`config.mk`:
```
export PLATFORM = sky130hd
export DESIGN_NAME = dmarf_top
export DESIGN_NICKNAME = d
export VERILOG_FILES = /design/src/rtl/dmarf_pkg.sv /design/src/rtl/dmarf_chan.sv /design/src/rtl/dmarf_irq_gate.sv /design/src/rtl/dmarf_top.sv
export SDC_FILE = /design/constraint.sdc
export NUM_CORES = 2
export LEC_CHECK = 0
export BUFFER_PORTS_ARGS = -buffer_cell sky130_fd_sc_hd__buf_2
export CAP_MARGIN = 0
export CORE_MARGIN = 2
export CORE_UTILIZATION = 45
export CTS_CLUSTER_SIZE = 10
export DETAILED_ROUTE_END_ITERATION = 16
export GPL_TIMING_DRIVEN = 0
export SLEW_MARGIN = 20
export SYNTH_ARGS = -nofsm -noshare
export SYNTH_HDL_FRONTEND = slang
export SYNTH_SLANG_ARGS = --single-unit
```
`constraint.sdc`:
```
create_clock -name clk -period 3.3 [get_ports clk]
set_input_delay 0.495 -clock clk [delete_from_list [all_inputs] [get_ports clk]]
set_output_delay 0.495 -clock clk [all_outputs]
set_load 0.02 [all_outputs]
```
`src/rtl/dmarf_pkg.sv`:
```
package dmarf_pkg;

    typedef enum logic [2:0] {
        RA_SEL  = 3'd0,
        RA_GIE  = 3'd1,
        RA_CTRL = 3'd2,
        RA_IE   = 3'd3,
        RA_STAT = 3'd4,
        RA_BASE = 3'd5,
        RA_CNT  = 3'd6,
        RA_IDX  = 3'd7
    } reg_addr_e;

    typedef enum logic {
        CH_RUN   = 1'b0,
        CH_RESET = 1'b1
    } ch_state_e;

endpackage

```
`src/rtl/dmarf_chan.sv`:
```
module dmarf_chan
    import dmarf_pkg::*;
#(
    parameter int DW      = 32,
    parameter int NCAUSE  = 6,
    parameter int CNT_W   = 8,
    parameter int CNT_RST = 25
) (
    input  logic              clk,
    input  logic              rst_n,
    input  logic              sel_hit,
    input  logic              bus_we,
    input  logic [2:0]        bus_addr,
    input  logic [DW-1:0]     bus_wdata,
    input  logic              ch_active,
    input  logic [NCAUSE-1:0] cause_set,
    input  logic              desc_step,
    output logic [DW-1:0]     rd_word,
    output logic              ch_en,
    output logic              ch_rst,
    output logic [NCAUSE-1:0] stat_o,
    output logic              pend
);
    localparam int CLSB = 1;

    ch_state_e         state_q, state_d;
    logic              en_q;
    logic [NCAUSE-1:0] ie_q, st_q, clr_mask;
    logic [DW-1:0]     base_q;
    logic [CNT_W-1:0]  cnt_q, idx_q;
    logic [CNT_W:0]    idx_inc;
    logic              wr, wr_ctrl, wr_ie, wr_st, wr_base, wr_cnt;

    assign wr      = sel_hit && bus_we;
    assign wr_ctrl = wr && (bus_addr == RA_CTRL);
    assign wr_ie   = wr && (bus_addr == RA_IE);
    assign wr_st   = wr && (bus_addr == RA_STAT);
    assign wr_base = wr && (bus_addr == RA_BASE);
    assign wr_cnt  = wr && (bus_addr == RA_CNT);

    assign clr_mask = wr_st ? bus_wdata[CLSB +: NCAUSE] : '0;
    assign idx_inc  = {1'b0, idx_q} + (CNT_W+1)'(1);

    // state register
    always_ff @(posedge clk or negedge rst_n) begin
        if (!rst_n) state_q <= CH_RUN;
        else        state_q <= state_d;
    end

    always_comb begin
        state_d = state_q;
        unique case (state_q)
            CH_RUN:   if (wr_ctrl && bus_wdata[1]) state_d = CH_RESET;
            CH_RESET: state_d = CH_RUN;
        endcase
    end

    // channel registers
    always_ff @(posedge clk or negedge rst_n) begin
        if (!rst_n) begin
            en_q   <= 1'b0;
            ie_q   <= '0;
            st_q   <= '0;
            base_q <= '0;
            cnt_q  <= CNT_W'(CNT_RST);
            idx_q  <= '0;
        end else begin
            if (wr_ctrl) en_q   <= bus_wdata[0];
            if (wr_ie)   ie_q   <= bus_wdata[CLSB +: NCAUSE];
            if (wr_base) base_q <= bus_wdata;
            if (wr_cnt)  cnt_q  <= bus_wdata[CNT_W-1:0];
            if (state_q == CH_RESET) begin
                st_q  <= '0;
                idx_q <= '0;
            end else begin
                st_q <= (st_q & ~clr_mask) | cause_set;
                if (desc_step)
                    idx_q <= (idx_inc >= {1'b0, cnt_q}) ? '0 : idx_inc[CNT_W-1:0];
            end
        end
    end

    // outputs
    always_comb begin
        ch_rst = (state_q == CH_RESET);
        ch_en  = en_q;
        stat_o = st_q;
        pend   = |(st_q & ie_q);
        unique case (bus_addr)
            RA_CTRL: rd_word = DW'({ch_rst, en_q | ch_active});
            RA_IE:   rd_word = DW'({ie_q, 1'b0});
            RA_STAT: rd_word = DW'({st_q, 1'b0});
            RA_BASE: rd_word = base_q;
            RA_CNT:  rd_word = DW'(cnt_q);
            RA_IDX:  rd_word = DW'(idx_q);
            default: rd_word = '0;
        endcase
    end

endmodule

```
`src/rtl/dmarf_irq_gate.sv`:
```
module dmarf_irq_gate #(
    parameter int NUM_CH = 20
) (
    input  logic [NUM_CH-1:0] pend,
    input  logic [NUM_CH-1:0] gie,
    output logic [NUM_CH-1:0] irq
);
    for (genvar g = 0; g < NUM_CH; g++) begin : g_gate
        assign irq[g] = pend[g] & gie[g];
    end
endmodule

```
`src/rtl/dmarf_top.sv`:
```
module dmarf_top
    import dmarf_pkg::*;
#(
    parameter int NUM_CH  = 20,
    parameter int NCAUSE  = 6,
    parameter int DW      = 32,
    parameter int SEL_W   = 8,
    parameter int CNT_W   = 8,
    parameter int CNT_RST = 25
) (
    input  logic                     clk,
    input  logic                     rst_n,
    input  logic                     bus_en,
    input  logic                     bus_we,
    input  logic [2:0]               bus_addr,
    input  logic [DW-1:0]            bus_wdata,
    output logic [DW-1:0]            bus_rdata,
    input  logic [NUM_CH-1:0]        ch_active,
    input  logic [NUM_CH*NCAUSE-1:0] cause_set,
    input  logic [NUM_CH-1:0]        desc_step,
    output logic [NUM_CH-1:0]        ch_enable,
    output logic [NUM_CH-1:0]        ch_reset,
    output logic [NUM_CH-1:0]        ch_irq
);
    localparam int CH_W = $clog2(NUM_CH);

    logic [SEL_W-1:0]         sel_q;
    logic [NUM_CH-1:0]        gie_q, hit, pend;
    logic                     sel_ok;
    logic [DW-1:0]            rd_words [NUM_CH];
    logic [DW-1:0]            chan_rd, rd_mux;
    logic [NUM_CH*NCAUSE-1:0] st_all;

    assign sel_ok = (sel_q < SEL_W'(NUM_CH));

    always_ff @(posedge clk or negedge rst_n) begin
        if (!rst_n) begin
            sel_q <= '0;
            gie_q <= '0;
        end else if (bus_en && bus_we) begin
            if (bus_addr == RA_SEL) sel_q <= bus_wdata[SEL_W-1:0];
            if (bus_addr == RA_GIE) gie_q <= bus_wdata[NUM_CH-1:0];
        end
    end

    for (genvar g = 0; g < NUM_CH; g++) begin : g_ch
        assign hit[g] = bus_en && sel_ok && (sel_q == SEL_W'(g));
        dmarf_chan #(
            .DW(DW), .NCAUSE(NCAUSE), .CNT_W(CNT_W), .CNT_RST(CNT_RST)
        ) u_chan (
            .clk       (clk),
            .rst_n     (rst_n),
            .sel_hit   (hit[g]),
            .bus_we    (bus_we),
            .bus_addr  (bus_addr),
            .bus_wdata (bus_wdata),
            .ch_active (ch_active[g]),
            .cause_set (cause_set[g*NCAUSE +: NCAUSE]),
            .desc_step (desc_step[g]),
            .rd_word   (rd_words[g]),
            .ch_en     (ch_enable[g]),
            .ch_rst    (ch_reset[g]),
            .stat_o    (st_all[g*NCAUSE +: NCAUSE]),
            .pend      (pend[g])
        );
    end

    dmarf_irq_gate #(.NUM_CH(NUM_CH)) u_gate (
        .pend (pend),
        .gie  (gie_q),
        .irq  (ch_irq)
    );

    assign chan_rd = sel_ok ? rd_words[sel_q[CH_W-1:0]] : '0;

    always_comb begin
        unique case (bus_addr)
            RA_SEL:  rd_mux = DW'(sel_q);
            RA_GIE:  rd_mux = DW'(gie_q);
            default: rd_mux = chan_rd;
        endcase
    end

    always_ff @(posedge clk or negedge rst_n) begin
        if (!rst_n)                 bus_rdata <= '0;
        else if (bus_en && !bus_we) bus_rdata <= rd_mux;
    end

endmodule

```
==> reports/metrics.cfg <==
[die]
die_area_sq_mm=0.150
ios=291
chipWidth_um=388
coreArea_sq_mm=0.146
die_y_um=388
rows=140
start_util_pct=45.4

[placed_design]
dpl-instance-area_sq_mm=0.0706
gp_congestion=1.10
preCtsSetupSlack_ns=-1.78
hpwl_um=231000
io_buffers=272

[synthesis]
synth_area_per_cell_sq_um=11.9
synth-main-ff-cell=dfrtp_1
synth_nets=5965
seq_area_frac_synth_pct=49.2
synthArstFlopShare_pct=100
synth_edf_count=0
ys_ff_latch=1300
synth_cell_types=71
syn_area_sq_mm=0.0662
syn_inst=5586
ys_warn_count=0

[power]
p_clk_share_pct=38.0
p_int_uw=29100
seq_power_share_pct=40.6
cellPowerDensity_mw_per_mm2=565
leakagePower_uw=0.0356
combPwrFrac_pct=21.5
switchingPower_uw=14600
vdd_ir_drop_max_v=0.000508
switching_share_pct=33.4

[cts]
clkSinkCount=1300
htree_levels=4
cts_buffers=156
root_buffer=clkbuf_16
clk_latency_ns=0.84
clk_pin_slew_worst_paths_ns=0.06
cts_buffer_depth=3
cts_tree=built

[finish]
fin_area_sq_mm=0.0773
drive_above_1_share_pct=32.7
final_util_pct=53.0
syn_to_final_growth_pct=16.8
nets=6548

[route]
drc=0
first_pass_iters=9
postRouteAntennaNets=0
viasPerCell=6.75
drtIter0Drc=7187
num_vias=55333
drt_wl_total_um=327000
wl_per_cell_um=39.8

[setup_path]
crit_path_start_kind=input pin
crit_required_ns=4.06
critPathLaunch=bus_addr[2]
critical_path_class=in2reg
r2r-start=sel_q[0]
worstPathMaxFanout=10
crit_arrival_ns=4.42
end_kind=flip-flop

[sta]
slew_headroom_pct=5.18
fin_tns_setup_ns=-19.99
worst_clock_skew_ns=0.0411
fmax_ghz=0.273
setup_viol=196
finalCritPeriodShare_pct=111
min_period_ns=3.66
fin_ws_ns=-0.358
finalMaxSlewViolations=0
worst_pin_slew_ns=1.41
finalHoldViolCount=0

[grt]
grt_max_degree=139
grt_pass1_vias=53525
gr-usage-all-layers_pct=42.9
overflow=0
antenna_found_initial=38
grt_pass1_wl_um=444000

[hold_path]
min_path_type=in2reg
worstHoldStart=bus_wdata[8]

[outcome]
failed_checks=negative setup slack
outcome=finished with violations

[flow_run]
cap_violations=0

cell type report:
| cell class | count | area (sq um) |
|---|---|---|
| timing repair buffer | 430 | 3310 |
| inverter | 182 | 692 |
| sequential | 1300 | 32600 |
| buffer | 428 | 2370 |
| clock buffer | 234 | 4360 |
| fill | 12854 | 68600 |
| antenna | 21 | 52.6 |
| tap | 1917 | 2400 |
| clock inverter | 20 | 355 |
| multi-input combinational | 3671 | 31200 |
kinds of logic (layout without fill, tap and decap cells):
group | Yosys count | after routing | share of synthesized area (%)
AO/OA/AOI/OAI | 1102 | 1102 | 11.5
XOR/XNOR | 120 | 120 | 1.59
adder cells (fa/ha/maj) | 180 | 180 | 3.40
buffers and inverters | 615 | 1294 | 4.21
flip-flops | 1300 | 1300 | 49.2
multiplexers | 1215 | 1215 | 23.1
other | 0 | 21 | 0
AND/OR/NAND/NOR | 1054 | 1054 | 6.88
registers in the layout, summed over array words and instances (netlist names):
| signal | flops |
|---|---|
| g_ch.u_chan.ie_q | 120 |
| gie_q | 20 |
| g_ch.u_chan.stat_o | 120 |
| sel_q | 8 |
| g_ch.u_chan.ch_en | 20 |
| bus_rdata | 32 |
| g_ch.u_chan.cnt_q | 160 |
| g_ch.u_chan.idx_q | 160 |
| g_ch.u_chan.base_q | 640 |
| g_ch.u_chan.ch_rst | 20 |
per-layer routing:
metal | vias to the layer above | track usage, % | wire, um
met3 | 1159 | 16.6 | 40300
li1 | 21762 | - | -
met5 | - | 0.957 | 481
met4 | 37 | 26.9 | 25200
met1 | 28572 | 54.2 | 124000
met2 | 3803 | 61.6 | 137000
synthesized netlist by cell type (27+ instances only):
library cell,number,share of area (%)
o21ai_0,226,1.7
a211o_1,27,0.36
ha_1,180,3.4
dfstp_2,60,2.4
a31oi_1,68,0.64
mux4_2,157,5.3
and3_1,51,0.48
nor3_1,40,0.30
inv_1,178,1.0
nand3_1,174,1.3
xnor2_1,95,1.3
a22oi_1,133,1.5
nor2_1,279,1.6
buf_2,145,1.1
nand2_1,439,2.5
a32o_1,125,1.9
mux2i_1,108,1.6
a221oi_1,61,0.81
buf_4,65,0.74
a21o_1,58,0.66
mux2_2,948,16
clkbuf_1,197,1.1
dfrtp_1,1240,47
a21oi_1,235,1.8
worst max-delay path, stage by stage:
cell and delay, ns:
buf_2 0.16, buf_2 0.31, and3b_1 0.28, buf_2 0.59, buf_2 0.63, buf_4 0.48
a22oi_1 0.19, nand4_1 0.32, a22oi_2 0.16, a31oi_2 0.50, o32a_1 0.24
through the flow:
stage,power [uW],instances,hold slack (ns)
after global routing,44600,8183,0.00897
after floorplan,22100,5586,0.199
final,43700,8203,0.0116
after CTS,43200,8180,0.00295
after detailed placement,26500,7797,0.385
after global placement,26300,7775,0.465
path summary, 6_finish.rpt:
kind	end	slack, ns	cells after the start
max	bus_rdata[3]	-0.36	11
min	g_ch[18].u_chan.base_q[8]	0.01	2
max reg2reg	bus_rdata[4]	-0.18	11
min reg2reg	bus_rdata[24]	0.48	2
max in group asynchronous	g_ch[18].u_chan.base_q[23]	0.50	6
min in group asynchronous	g_ch[8].u_chan.idx_q[0]	0.16	2
placed cells by master (no fill, tap or decap), types with 108 or more instances in the layout:
cell type | Yosys | layout
a32o_1 | 125 | 125
mux2i_1 | 108 | 108
inv_1 | 178 | 177
nand3_1 | 174 | 173
nor2_1 | 279 | 246
a21oi_1 | 235 | 234
o21ai_0 | 226 | 223
nand2_1 | 439 | 418
buf_2 | 145 | 394
mux4_2 | 157 | 157
dfrtp_1 | 1240 | 1240
clkbuf_16 | 0 | 156
ha_1 | 180 | 180
a22oi_1 | 133 | 132
mux2_2 | 948 | 948
clkbuf_1 | 197 | 198
dlygate4sd3_1 | 0 | 124
power by group through the flow:
stage          clock network, uW  registers [uW]  logic [uW]
2_1_floorplan                  0           17500        4580
3_3_place_gp                   0           17900        8370
3_5_place_dp                   0           17900        8580
4_1_cts                    16700           17700        8890
5_1_grt                    17300           17800        9590
6_report                   16600           17700        9380
repair_timing:
action | CTS | global route
endpoints found under the setup margin | 971 | 548
endpoints found under the hold margin | 246 | 0
gates cloned | 0 | 0
gates resized for setup | 142 | 38
hold buffers | 124 | 0
pin swaps | 7 | 4
setup buffers | 9 | 3
No activity file was read; power rests on OpenSTA's default activity.
